File: config.mk
export PLATFORM = sky130hd
export DESIGN_NAME = ireg_bridge
export DESIGN_NICKNAME = d
export VERILOG_FILES = /design/src/rtl/ireg_pkg.sv /design/src/rtl/ireg_key_lock.sv /design/src/rtl/ireg_bank.sv /design/src/rtl/ireg_xfer_ctrl.sv /design/src/rtl/ireg_bridge.sv
export SDC_FILE = /design/constraint.sdc
export NUM_CORES = 1
export LEC_CHECK = 0
export CORE_MARGIN = 1
export CORE_UTILIZATION = 35
export CTS_CLUSTER_DIAMETER = 30
export DETAILED_ROUTE_END_ITERATION = 10
export GPL_TIMING_DRIVEN = 0
export PLACE_DENSITY = 0.59
export SLEW_MARGIN = 40
export SYNTH_ARGS = -nofsm -noshare
export SYNTH_HDL_FRONTEND = slang
export SYNTH_SLANG_ARGS = --single-unit
File: constraint.sdc
create_clock -name clk -period 2.3 [get_ports clk]
set_input_delay 0.575 -clock clk [delete_from_list [all_inputs] [get_ports clk]]
set_output_delay 0.575 -clock clk [all_outputs]
set_load 0.01 [all_outputs]
File: src/rtl/ireg_pkg.sv
// Shared constants and types for the indirect register bridge.
// Assumes an 8-bit host bus and a 4-bit internal address.
package ireg_pkg;

    typedef enum logic [1:0] {
        HSEL_KEY  = 2'd0,
        HSEL_CTL  = 2'd1,
        HSEL_DATA = 2'd2,
        HSEL_NONE = 2'd3
    } hsel_e;

    typedef enum logic [1:0] {
        LK_IDLE  = 2'd0,
        LK_HALF  = 2'd1,
        LK_OPEN  = 2'd2
    } lock_e;

    localparam logic [7:0] KEY_BYTE_A = 8'hA5;
    localparam logic [7:0] KEY_BYTE_B = 8'hF1;

    localparam int CTL_BUSY_BIT  = 7;
    localparam int CTL_AUTO_BIT  = 6;
    localparam int CTL_SHORT_BIT = 4;

endpackage

File: src/rtl/ireg_key_lock.sv
// Key-sequence lock. Opens after the two key bytes arrive in order.
// Any byte that breaks the sequence returns to idle; the first key byte
// always restarts the sequence. Assumes one key write per strobe.
module ireg_key_lock
    import ireg_pkg::*;
(
    input  logic       clk,
    input  logic       rst_n,
    input  logic       key_we,
    input  logic [7:0] key_byte,
    output logic       unlocked_o
);

    lock_e state_q, state_d;

    // Next-state rule for each key write.
    always_comb begin
        state_d = state_q;
        if (key_we) begin
            if (key_byte == KEY_BYTE_A)
                state_d = LK_HALF;
            else if (state_q == LK_HALF && key_byte == KEY_BYTE_B)
                state_d = LK_OPEN;
            else
                state_d = LK_IDLE;
        end
    end

    // Lock state register.
    always_ff @(posedge clk) begin
        if (!rst_n) state_q <= LK_IDLE;
        else        state_q <= state_d;
    end

    assign unlocked_o = (state_q == LK_OPEN);

    // a byte that is neither key byte always relocks.
    a_r3_bad_byte_relocks: assert property (@(posedge clk) disable iff (!rst_n)
        key_we && key_byte != KEY_BYTE_A && key_byte != KEY_BYTE_B |=> !unlocked_o);

    // opening requires the second key byte on the previous cycle.
    a_r2_open_needs_key: assert property (@(posedge clk) disable iff (!rst_n)
        $rose(unlocked_o) |-> $past(key_we) && $past(key_byte) == KEY_BYTE_B);

endmodule

File: src/rtl/ireg_bank.sv
// Internal register bank behind a simple port: one write per cycle,
// combinational read of the addressed slot. Cleared on reset.
module ireg_bank #(
    parameter int DW = 8,
    parameter int AW = 4
) (
    input  logic          clk,
    input  logic          rst_n,
    input  logic          we,
    input  logic [AW-1:0] addr,
    input  logic [DW-1:0] wdata,
    output logic [DW-1:0] rdata
);

    localparam int DEPTH = 1 << AW;

    logic [DW-1:0] mem [DEPTH];

    // Storage update: clear on reset, otherwise single-port write.
    always_ff @(posedge clk) begin
        if (!rst_n) begin
            for (int i = 0; i < DEPTH; i++) mem[i] <= '0;
        end else if (we) begin
            mem[addr] <= wdata;
        end
    end

    assign rdata = mem[addr];

    // a write lands in the addressed slot.
    a_r6_write_lands: assert property (@(posedge clk) disable iff (!rst_n)
        we |=> mem[$past(addr)] == $past(wdata));

endmodule

File: src/rtl/ireg_xfer_ctrl.sv
// Transfer engine: holds the control fields, the data byte and the
// latency counter. A transfer completes LAT cycles after launch, then
// the address steps by one. Assumes AW = 4 for the control byte layout.
module ireg_xfer_ctrl
    import ireg_pkg::*;
#(
    parameter int DW  = 8,
    parameter int AW  = 4,
    parameter int LAT = 3
) (
    input  logic          clk,
    input  logic          rst_n,
    input  logic          unlock_i,
    input  logic          ctl_we,
    input  logic          data_we,
    input  logic          data_re,
    input  logic [DW-1:0] wdata,
    input  logic [DW-1:0] bank_rdata_i,
    output logic [DW-1:0] ctl_rd_o,
    output logic [DW-1:0] data_rd_o,
    output logic          bank_we_o,
    output logic [AW-1:0] bank_addr_o,
    output logic [DW-1:0] bank_wdata_o
);

    localparam int CW = (LAT > 1) ? $clog2(LAT) : 1;
    localparam logic [CW-1:0] CNT_LOAD = CW'(LAT - 1);

    logic          busy_q, wr_q, auto_q, short_q;
    logic [AW-1:0] addr_q;
    logic [DW-1:0] data_q;
    logic [CW-1:0] cnt_q;
    logic          done;
    logic          idle_ok;

    assign done    = busy_q && (cnt_q == '0);
    assign idle_ok = !busy_q && unlock_i;

    // Launch, count down and complete transfers; latch host fields.
    always_ff @(posedge clk) begin
        if (!rst_n) begin
            busy_q  <= 1'b0;
            wr_q    <= 1'b0;
            auto_q  <= 1'b0;
            short_q <= 1'b0;
            addr_q  <= '0;
            data_q  <= '0;
            cnt_q   <= '0;
        end else if (busy_q) begin
            if (done) begin
                busy_q <= 1'b0;
                addr_q <= addr_q + AW'(1);
                if (!wr_q) data_q <= bank_rdata_i;
            end else begin
                cnt_q <= cnt_q - CW'(1);
            end
        end else if (idle_ok) begin
            if (ctl_we) begin
                auto_q  <= wdata[CTL_AUTO_BIT];
                short_q <= wdata[CTL_SHORT_BIT];
                addr_q  <= wdata[AW-1:0];
                if (wdata[CTL_BUSY_BIT]) begin
                    busy_q <= 1'b1;
                    wr_q   <= 1'b0;
                    cnt_q  <= CNT_LOAD;
                end
            end else if (data_we) begin
                data_q <= wdata;
                busy_q <= 1'b1;
                wr_q   <= 1'b1;
                cnt_q  <= CNT_LOAD;
            end else if (data_re && auto_q) begin
                busy_q <= 1'b1;
                wr_q   <= 1'b0;
                cnt_q  <= CNT_LOAD;
            end
        end
    end

    assign ctl_rd_o     = {busy_q, auto_q, 1'b0, short_q, addr_q};
    assign data_rd_o    = data_q;
    assign bank_we_o    = done && wr_q;
    assign bank_addr_o  = addr_q;
    assign bank_wdata_o = data_q;

    // nothing launches while locked.
    a_r2_locked_no_launch: assert property (@(posedge clk) disable iff (!rst_n)
        !unlock_i && !busy_q |=> !busy_q);

    // busy holds until the counter runs out.
    a_r5_busy_holds: assert property (@(posedge clk) disable iff (!rst_n)
        busy_q && cnt_q != '0 |=> busy_q);

    // completion steps the address by one with wrap.
    a_r7_addr_step: assert property (@(posedge clk) disable iff (!rst_n)
        done |=> addr_q == $past(addr_q) + AW'(1));

    // control fields and address frozen mid-transfer.
    a_r9_frozen_busy: assert property (@(posedge clk) disable iff (!rst_n)
        busy_q && !done |=> $stable(addr_q) && $stable(auto_q) && $stable(short_q));

endmodule

File: src/rtl/ireg_bridge.sv
// Top of the indirect register bridge: decodes host strobes onto the
// key lock, transfer engine and register bank, and muxes read data.
// Assumes host strobes are single-cycle and synchronous to clk.
module ireg_bridge
    import ireg_pkg::*;
#(
    parameter int DW  = 8,
    parameter int AW  = 4,
    parameter int LAT = 3
) (
    input  logic          clk,
    input  logic          rst_n,
    input  logic          host_wr,
    input  logic          host_rd,
    input  logic [1:0]    host_sel,
    input  logic [DW-1:0] host_wdata,
    output logic [DW-1:0] host_rdata
);

    logic          key_we, ctl_we, data_we, data_re;
    logic          unlocked;
    logic [DW-1:0] ctl_rd, data_rd, bank_rdata, bank_wdata;
    logic          bank_we;
    logic [AW-1:0] bank_addr;

    assign key_we  = host_wr && (host_sel == HSEL_KEY);
    assign ctl_we  = host_wr && (host_sel == HSEL_CTL);
    assign data_we = host_wr && (host_sel == HSEL_DATA);
    assign data_re = host_rd && (host_sel == HSEL_DATA);

    ireg_key_lock u_lock (
        .clk        (clk),
        .rst_n      (rst_n),
        .key_we     (key_we),
        .key_byte   (host_wdata),
        .unlocked_o (unlocked)
    );

    ireg_xfer_ctrl #(.DW(DW), .AW(AW), .LAT(LAT)) u_xfer (
        .clk          (clk),
        .rst_n        (rst_n),
        .unlock_i     (unlocked),
        .ctl_we       (ctl_we),
        .data_we      (data_we),
        .data_re      (data_re),
        .wdata        (host_wdata),
        .bank_rdata_i (bank_rdata),
        .ctl_rd_o     (ctl_rd),
        .data_rd_o    (data_rd),
        .bank_we_o    (bank_we),
        .bank_addr_o  (bank_addr),
        .bank_wdata_o (bank_wdata)
    );

    ireg_bank #(.DW(DW), .AW(AW)) u_bank (
        .clk   (clk),
        .rst_n (rst_n),
        .we    (bank_we),
        .addr  (bank_addr),
        .wdata (bank_wdata),
        .rdata (bank_rdata)
    );

    // Host read mux by select.
    always_comb begin
        case (host_sel)
            HSEL_CTL:  host_rdata = ctl_rd;
            HSEL_DATA: host_rdata = data_rd;
            default:   host_rdata = '0;
        endcase
    end

    // bank writes only happen after the interface was opened.
    a_r6_write_needs_unlock: assert property (@(posedge clk) disable iff (!rst_n)
        bank_we |-> $past(unlocked) || unlocked);

endmodule

# Word-level counts from Yosys, hierarchy flattened
# Memory sizes are Yosys's and may differ from the RTL's. A register that Yosys moved wholly into a read port is not among the register bits.
# Cells that the tools add are included.
dict set report totals {
  mem_bits_rw 128
  regBits 20
  n_memories 1
  inputBits 14
  output_inout_bits 8
  latchBits 0
  mem_bits_ro 0
}
dict set report op_classes {
  bitwise_logic 1
  n_div 0
  n_mul 0
  shifts 0
  addsub 2
  order_cmp 0
  reduce_logical 23
  mux 40
  eq_ne 12
}
# memory words word_bits read_ports rd_ports_with_merged_regs write_ports line_no
set mem_list {}
lappend mem_list {u_bank.mem 16 8 1 1 16 ireg_bank.sv:17} ;# logic [DW-1:0] mem [DEPTH];
# op count
set op_table {}
lappend op_table {{8-bit 2-to-1 mux} 7}
lappend op_table {{4-bit 2-to-1 mux} 7}
lappend op_table {{2-bit 2-to-1 mux} 9}
lappend op_table {{8-bit == test (second input constant)} 2}
lappend op_table {{1-bit 2-to-1 mux} 16}
lappend op_table {{8-bit one-hot mux with 2 select lines} 1}
lappend op_table {{1-bit logical AND} 9}
lappend op_table {{2-bit inequality test (second input constant)} 4}
lappend op_table {{4-bit AND reduction} 2}
lappend op_table {{8-bit OR reduction} 1}
lappend op_table {{3-bit AND reduction} 2}
lappend op_table {{2-bit nonzero test} 3}
lappend op_table {{5-bit AND reduction} 1}
lappend op_table {{4-bit by 1-bit adder with 4-bit output (second input constant)} 1}
lappend op_table {{2-bit by 1-bit == test with 1-bit output (second input constant)} 2}
lappend op_table {{2-bit == test (second input constant)} 2}
lappend op_table {{2-bit logical NOT} 2}
lappend op_table {{4-bit nonzero test} 1}
lappend op_table {{3-bit by 2-bit inequality test with 1-bit output (second input constant)} 1}
lappend op_table {{3-bit nonzero test} 1}
lappend op_table {{2-bit by 1-bit inequality test with 1-bit output (second input constant)} 1}
lappend op_table {{2-bit by 1-bit subtractor with 2-bit output (second input constant)} 1}
lappend op_table {{1-bit logical NOT} 1}
lappend op_table {{1-bit inverter} 1}

# Depth between registers and ports, before layout
# Gate-level depths: netlist of the first run.
dict set report depth {
  ltp_word 8
  ltp_mapped 7
  ltp_nobuf 6
}

# Modules after synthesis
# From an unflattened synthesis of the first run, not the netlist that was laid out.
dict set report unflattened {
  hier_cells 532
  hier_area_um2 7338.3
}
# module seq_area_each_um2 cells_per_inst area_each_um2 instances
set modules_own_cells {}
lappend modules_own_cells {ireg_bank 3843.7 376 5841.9 1}
lappend modules_own_cells {ireg_xfer_ctrl 360.3 118 1116.1 1}
lappend modules_own_cells {ireg_bridge 0.0 27 264.0 1}
lappend modules_own_cells {ireg_key_lock 40.0 11 116.4 1}

# Worst setup path after synthesis of the first run
# Ideal clock, no wire load.
dict set report synth_timing {
  path_type {input to register}
  from {input port rst_n}
  to {memory u_bank.mem[14][0], enable pin}
  required_time_ns 1.916
  arrival_ns 1.789
  slack_ns 0.127
  cell_stages 4
  path_cell_list {clkbuf_2 > and4_1 > nand2_1 > o21ai_0}
}
# item line_no
set synth_rtl {}
lappend synth_rtl {{start, declared} ireg_bridge.sv:12} ;# input logic rst_n,
lappend synth_rtl {{end, declared} ireg_bank.sv:17}

# Final worst setup path of the first run
dict set report layout_timing {
  from {register u_xfer.data_q[5], in the netlist u_xfer.bank_wdata_o[5]}
  to {output port host_rdata[5]}
}
dict set report layout_between {
  elab_chain_cells 1
}
# item line_no
set layout_lines {}
lappend layout_lines {{start, declared} ireg_xfer_ctrl.sv:31} ;# logic [DW-1:0] data_q;
lappend layout_lines {{start signal, assigned} ireg_xfer_ctrl.sv:53} ;# if (!wr_q) data_q <= bank_rdata_i;
lappend layout_lines {{start signal, assigned} ireg_xfer_ctrl.sv:68} ;# data_q <= wdata;
lappend layout_lines {{8-bit one-hot mux with 2 select lines} ireg_bridge.sv:66} ;# case (host_sel)
lappend layout_lines {{end, declared} ireg_bridge.sv:17} ;# output logic [DW-1:0] host_rdata
# Every way passes these cells.

==> reports/results.tsv, run 1 <==
metric	value	unit
cts_tree	yes	
dpl.hpwl	13100	µm
hold_path.class	flop to flop	
startpoint_type	flop	
rsz0062_at_grt	no	
viasPerCell	5.30	
area_growth	17.7	%
clkTransAtPathRegs	60	ps
cp_slowest_stage_delay	480	ps
cts_sinks	152	
synth-edff-count	128	
peakVddDrop	495	µV
drtAntennaViolNets	0	
detail_route.first_pass.iterations	5	
first_global_vias	4807	
outcome	completed	
routed-wl-met2	8960	µm
setup_violations	0	
dr_wl_met3	839	µm
period_share	0.956	
critPathMaxFanout	10	
die_h	147	µm
clock.fmax	455	MHz
dr_total_vias	4663	
ios	22	
p_leak	2.94	nW
cts_made_buffers	17	
tightest_slew	717	ps
layout-drive-gt1-share	0.195	
critPathRequiredTime	1730	ps
antenna_found_initial	0	
wl_per_cell	21.0	µm
fin_crit	2200	ps
ys.flop_type	edfxtp_1	
syn-num-nets	576	
drt-initial-drc-count	391	
finalHoldViolCount	0	
clock_latency	430	ps
core	20400	µm²
grt_usage	0.180	
maxCapViolations	0	
grt_pass1_wl	28200	µm
maxSlewHeadroom	0.522	
synth_seq_cells	152	
finalClockSkew	10.5	ps
path_cells	clkbuf_4 -> and2_1 -> dlygate4sd2_1	
fp.dieArea	21500	µm²
gp_congestion	0.923	
ys_seq_area_frac	0.589	
diodes	0	
final_common_cell	and2_1	
wl_met1	8260	µm
place_ws	-964	ps
layout_common_cells	134 x and2_1, 128 x edfxtp_1, 25 x mux4_2	
ys_warn_count	0	
slew_viol_final	0	
power	0.00596	W
crit_slowest_cell	dfxtp_1	
row_count	52	
ys_types	43	
io_buffers	20	
worstPathArrival	1620	ps
h-tree-depth	4	
crit_type	flop to output pin	
drt_wl_total	18400	µm
cts_hold_buf	0	
overflow	0	
start_util	0.360	
layout.nets	619	
grt_max_degree	20	
cts-root-buf	clkbuf_16	
end_kind	output pin	
clockBufferDepth	2	
fin_tns_setup	0	ps
ys_async_sr_fraction	0	
powerDensity	690	nW/µm²
syn_avg_cell_area	13.2	µm²
synth_cells	554	
post-route-worst-setup-slack	102	ps
routed.top_layer	met4	
synth_area	7340	µm²
die_x	147	µm
drc	0	
## where the power goes
group	internal [W]	switching, W
Sequential	0.00305	0.0000217
Clock	0.00159	0.00110
Combinational	0.0000788	0.000120
## cells by family (layout without fill, tap and decap cells)
family,Yosys count,after routing,share of synthesized area
fa+ha+maj,8,8,0.0136
buf+inv,44,100,0.0302
simple gates,224,224,0.180
compound gates,79,79,0.0726
flops,152,152,0.589
mux,47,47,0.114
## layer usage
metal | vias to the layer above | global-route usage
met5 | - | 0
met4 | 0 | 0.0714
met3 | 36 | 0.0335
met2 | 145 | 0.292
met1 | 2352 | 0.240
li1 | 2130 | -
## state kept, by name (all words and copies together), names as in the netlist, 2 cells and up, named ones only
register             cells
u_xfer.bank_wdata_o      8
u_xfer.cnt_q             2
u_lock.state_q           2
u_bank.mem             128
u_xfer.bank_addr_o       4
## critical path, delay by kind of cell, from the launching register on
| family | cells | cell delay [ps] |
|---|---|---|
| AND/OR/NAND/NOR | 1 | 160 |
| buffers and inverters | 2 | 550 |
| flip-flops | 1 | 480 |
## cell usage after synthesis, types with 2 or more instances
master / instances / area [µm²]
buf_12: 2 / 40.0
and3_1: 2 / 12.5
nand4_1: 2 / 12.5
o31ai_1: 6 / 45.0
or4_1: 2 / 15.0
a22oi_1: 7 / 52.6
mux4_1: 3 / 78.8
dfxtp_1: 24 / 480
o21ai_0: 23 / 115
nor2b_1: 12 / 75.1
edfxtp_1: 128 / 3840
mux2i_1: 16 / 160
a21oi_1: 7 / 35.0
inv_1: 15 / 56.3
mux2_2: 3 / 33.8
buf_2: 6 / 30.0
nor3_1: 4 / 20.0
nand3_1: 8 / 40.0
nor3_2: 5 / 50.1
nor2_1: 17 / 63.8
a22o_1: 8 / 70.1
buf_6: 2 / 22.5
nand2_1: 23 / 86.3
nand2b_1: 11 / 68.8
clkbuf_1: 17 / 63.8
o31a_1: 2 / 17.5
o22ai_1: 3 / 18.8
o211ai_1: 9 / 67.6
and2_1: 134 / 838
mux4_2: 25 / 563
a221oi_1: 2 / 17.5
a21boi_0: 7 / 52.6
ha_1: 8 / 100
a21boi_1: 2 / 15.0
## path summary, 6_finish.rpt
kind / start / end / slack [ps] / cells past startpoint
setup / recovery: u_xfer.bank_wdata_o[5] / host_rdata[5] / 100 / 3
hold / removal: u_xfer.short_q / u_xfer.short_q / 500 / 2
setup reg to reg: u_xfer.cnt_q[0] / u_bank.mem[3][0] / 160 / 6
hold reg to reg: u_xfer.short_q / u_xfer.short_q / 500 / 2
## final cells by class
type	count	area [µm²]
buffer	27	193
clock buffer	19	433
clock inverter	13	130
fill	1849	11700
inverter	15	56.3
multi-input combinational	358	2930
sequential	152	4330
tap	270	338
timing repair buffer	26	229
## per-stage QoR
step	utilization	cell area (µm²)	cells	hold WS, ps
after floorplan	-	7340	554	444
after global placement	0.387	7880	844	469
after detailed placement	0.387	7890	844	480
after CTS	0.421	8570	876	500
after global routing	0.424	8640	880	544
final	0.424	8640	880	499
## timing repair
action | CTS | global route
endpoints found under the setup margin | 48 | 55
resized for setup | 52 | 14
pin swaps | 1 | 3
cloned | 1 | 0
setup buffers | 1 | 4
endpoints found under the hold margin | 0 | 0
Note: power is estimated with default switching activity, not from simulation.
==> run 2: changes to the inputs <==
--- a/constraint.sdc
+++ b/constraint.sdc
@@ -3,2 +3,2 @@
 set_output_delay 0.575 -clock clk [all_outputs]
-set_load 0.01 [all_outputs]
+set_load 0.1 [all_outputs]
==> reports/results.tsv, run 2 (same netlist as run 1, synthesis figures left out) <==
metric	value	unit
die_h	147	µm
finalHoldViolCount	0	
tightest_slew	704	ps
wl_per_cell	21.0	µm
p_clk_frac	0.484	
finalClockSkew	26.0	ps
fin_crit	2240	ps
critPathMaxFanout	5	
detail_route.first_pass.iterations	5	
reg2reg_depth	6	
slew_viol_final	0	
dpl.hpwl	13100	µm
layout.nets	620	
place_ws	-652	ps
instances_no_fill	881	
p_seq_frac	0.483	
period_share	0.974	
dr_total_vias	4625	
crit_type	primary input to output pin	
dp_cells	844	
clkTransAtPathRegs	60	ps
ios	22	
r2r_start	u_xfer.cnt_q[0]	
fp.dieArea	21500	µm²
post-route-worst-setup-slack	58.7	ps
largest_reg_flops	128	
critPathRequiredTime	1730	ps
gp_congestion	0.864	
antenna_found_initial	0	
startpoint_type	primary input	
overflow	0	
r2r_setup_slack	150	ps
powerDensity	716	nW/µm²
first_global_vias	4749	
met1_usage	0.234	
p_comb_frac	0.033	
start_util	0.360	
design_area	8870	µm²
maxSlewHeadroom	0.531	
top_usage_layer	met2	
clockBufferDepth	2	
drt-initial-drc-count	317	
largest-register	u_bank.mem	
layout_common_cells	133 x and2_1, 128 x edfxtp_1, 25 x mux4_2	
grt_pass1_wl	28500	µm
p_sw	0.00128	W
grt_usage	0.181	
hold_path.class	flop to flop	
holdWs	483	ps
area_growth	20.9	%
h-tree-depth	4	
use_met3	0.0317	
r2r_end	u_bank.mem[1][6]	
setup_violations	0	
hp-start	u_xfer.short_q	
layout-drive-gt1-share	0.219	
worstPathArrival	1670	ps
p_int	0.00507	W
drt_wl_total	18500	µm
row_count	52	
p_leak	3.04	nW
holdPathEnd	u_xfer.short_q	
drtAntennaViolNets	0	
cts_tree	yes	
final_common_cell	and2_1	
outcome	completed	
hold_path_depth	2	
drc	0	
io_buffers	20	
dpl_cell_area	7910	µm²
cts-root-buf	clkbuf_16	
cts_made_buffers	17	
use_met2	0.296	
diodes	0	
end_kind	output pin	
clock.fmax	446	MHz
core	20400	µm²
grt_max_degree	20	
clock_latency	440	ps
cts_sinks	152	
p_sw_frac	0.202	
cts_hold_buf	0	
peakVddDrop	420	µV
die_x	147	µm
viasPerCell	5.25	
maxCapViolations	0	
run 2: changes by cell type in the layout (fill, tap and decap cells not counted), sizes merged, moves of 2 or more:
cell           before  now
buf                18   25
bufinv              2    5
clkbuf             38   36
clkdlybuf4s15       5    1
clkinv              8    4
inv                16   19
run 2: power by group through the flow:
stage,Sequential (W),Clock (W),Combinational (W)
6_report,0.00307,0.00307,0.000209
3_3_place_gp,0.00313,0,0.000183
4_1_cts,0.00307,0.00311,0.000199
2_1_floorplan,0.00312,0,0.000109
3_5_place_dp,0.00313,0,0.000187
5_1_grt,0.00308,0.00321,0.000222
run 2: worst max path at each step:
stage / start / to / slack [ps] / cells after the start
after floorplan: host_sel[1] / host_rdata[2] / 1 / 5
after global routing: host_sel[0] / host_rdata[4] / -0.2 / 7
after CTS: host_sel[0] / host_rdata[3] / 3 / 7
after detailed placement: host_sel[1] / host_rdata[2] / -650 / 7
after global placement: host_sel[1] / host_rdata[3] / -1330 / 7
final: host_sel[0] / host_rdata[4] / 60 / 7
run 2: final cells by class:
class,count,area [µm²]
fillers,1823,11500
flip-flops and latches,152,4330
multi-input cells,358,3000
clock buffers,18,429
well taps,270,338
repair buffers,28,329
clock inverters,14,219
plain buffers,26,169
inverters,15,56.3
run 2: per-layer routing:
layer,up-vias,share of wire
li1,2139,-
met1,2354,0.45
met2,103,0.49
met3,29,0.031
met4,0,0.030
met5,-,0
run 2: through the flow:
step	util	TNS [ps]	power (W)
detailed placement	0.389	-28640	0.00332
finish	0.435	0	0.00635
CTS	0.432	0	0.00638
global route	0.435	-0.232	0.00652
global placement	0.389	-76870	0.00331
floorplan	-	0	0.00323
run 2: timing repair:
action,4_1_cts,5_1_grt
endpoints found under the setup margin,49,32
buffers inserted,2,5
gates cloned,0,1
pin swaps,7,4
gates resized for setup,61,11
run 2: worst max-delay path, stage by stage:
cell	delay [ps]
clkdlybuf4s15_1	230
inv_2	130
ha_4	180
clkbuf_16	150
a22oi_2	60
nor2b_4	130
buf_8	200
==> run 3: changes to the inputs <==
GPL_ROUTABILITY_DRIVEN = 0   (was unset)
SKIP_CTS_REPAIR_TIMING = 1   (was unset)
==> reports/results.tsv, run 3 (same netlist as run 1, synthesis figures left out) <==
metric	value	unit
drtAntennaViolNets	0	
cts_tree	yes	
die_x	147	µm
reg2reg_depth	6	
largest_reg_flops	128	
diodes	0	
cp-startpoint	u_xfer.bank_addr_o[2]	
drt-initial-drc-count	293	
dr_total_vias	4586	
start_util	0.360	
worstPathArrival	1620	ps
final_common_cell	and2_1	
cts_sinks	152	
detail_route.first_pass.iterations	4	
drt_wl_total	18400	µm
grt_pass1_wl	28100	µm
slew_viol_final	0	
row_count	52	
hold_path.class	flop to flop	
critPathRequiredTime	1730	ps
fin_crit	2190	ps
h-tree-depth	4	
end_kind	output pin	
fin_tns_setup	0	ps
cts_made_buffers	17	
r2r_end	u_bank.mem[0][4]	
clock_latency	430	ps
holdWs	481	ps
dpl_cell_area	7910	µm²
cts-root-buf	clkbuf_16	
design_area	8800	µm²
layout.nets	619	
grt_usage	0.179	
maxSlewHeadroom	0.526	
hp-start	u_xfer.short_q	
finalHoldViolCount	0	
grt_max_degree	17	
finalClockSkew	20.5	ps
wl_per_cell	20.9	µm
critPathMaxFanout	10	
viasPerCell	5.21	
rsz0062_at_grt	yes	
maxCapViolations	0	
period_share	0.954	
layout-drive-gt1-share	0.216	
powerDensity	720	nW/µm²
dpl.hpwl	13100	µm
area_growth	20.0	%
endpoint	host_rdata[2]	
r2r_start	u_xfer.cnt_q[0]	
core	20400	µm²
tightest_slew	711	ps
startpoint_type	flop	
setup_violations	0	
clock.fmax	456	MHz
ios	22	
overflow	0	
fp.dieArea	21500	µm²
clkTransAtPathRegs	60	ps
peakVddDrop	416	µV
io_buffers	20	
die_h	147	µm
outcome	completed	
layout_common_cells	133 x and2_1, 128 x edfxtp_1, 25 x mux4_2	
crit_type	flop to output pin	
p_leak	3.03	nW
antenna_found_initial	0	
first_global_vias	4720	
instances_no_fill	880	
largest-register	u_bank.mem	
dp_cells	844	
clockBufferDepth	2	
r2r_setup_slack	110	ps
drc	0	
-- run 3: final cells by class --
class                   instances  area [µm²]
well taps                     270         338
plain buffers                  27         176
inverters                      15        56.3
repair buffers                 26         273
fillers                      1829       11600
clock inverters                14         219
clock buffers                  18         429
flip-flops and latches        152        4330
multi-input cells             358        2990
-- run 3: worst min path at each step --
stage | slack (ps) | endpoint | cells past startpoint
after floorplan | 440 | u_xfer.short_q | 2
after global placement | 460 | u_xfer.short_q | 2
after detailed placement | 460 | u_xfer.short_q | 2
after CTS | 470 | u_xfer.short_q | 2
after global routing | 530 | u_xfer.short_q | 2
final | 480 | u_xfer.short_q | 2
-- run 3: per-stage QoR --
stage	total power [W]	utilization	setup slack (ps)
floorplan	0.00323	-	1.43
global placement	0.00331	0.389	-1330
detailed placement	0.00332	0.389	-652
CTS	0.00637	0.420	-666
global route	0.00650	0.432	-14.4
finish	0.00634	0.432	107
-- run 3: power by group --
group	internal [W]	switching, W	leakage, nW	total [W]
sequential	0.00305	0.0000206	1.52	0.00307
combinational	0.0000780	0.000119	1.20	0.000197
clock	0.00194	0.00114	0.313	0.00307
total	0.00506	0.00128	3.03	0.00634
-- run 3: worst max-delay path, stage by stage, from the launching register on --
cell and delay (ps):
dfxtp_1 330, clkbuf_2 340, a22oi_2 160, nor2b_4 160, buf_8 200
-- run 3: routing by layer --
metal	GRT usage	share of wire	vias to the layer above
li1	-	-	2133
met1	0.231	0.45	2322
met2	0.290	0.48	101
met3	0.0323	0.035	30
met4	0.0911	0.035	0
met5	0	0	-
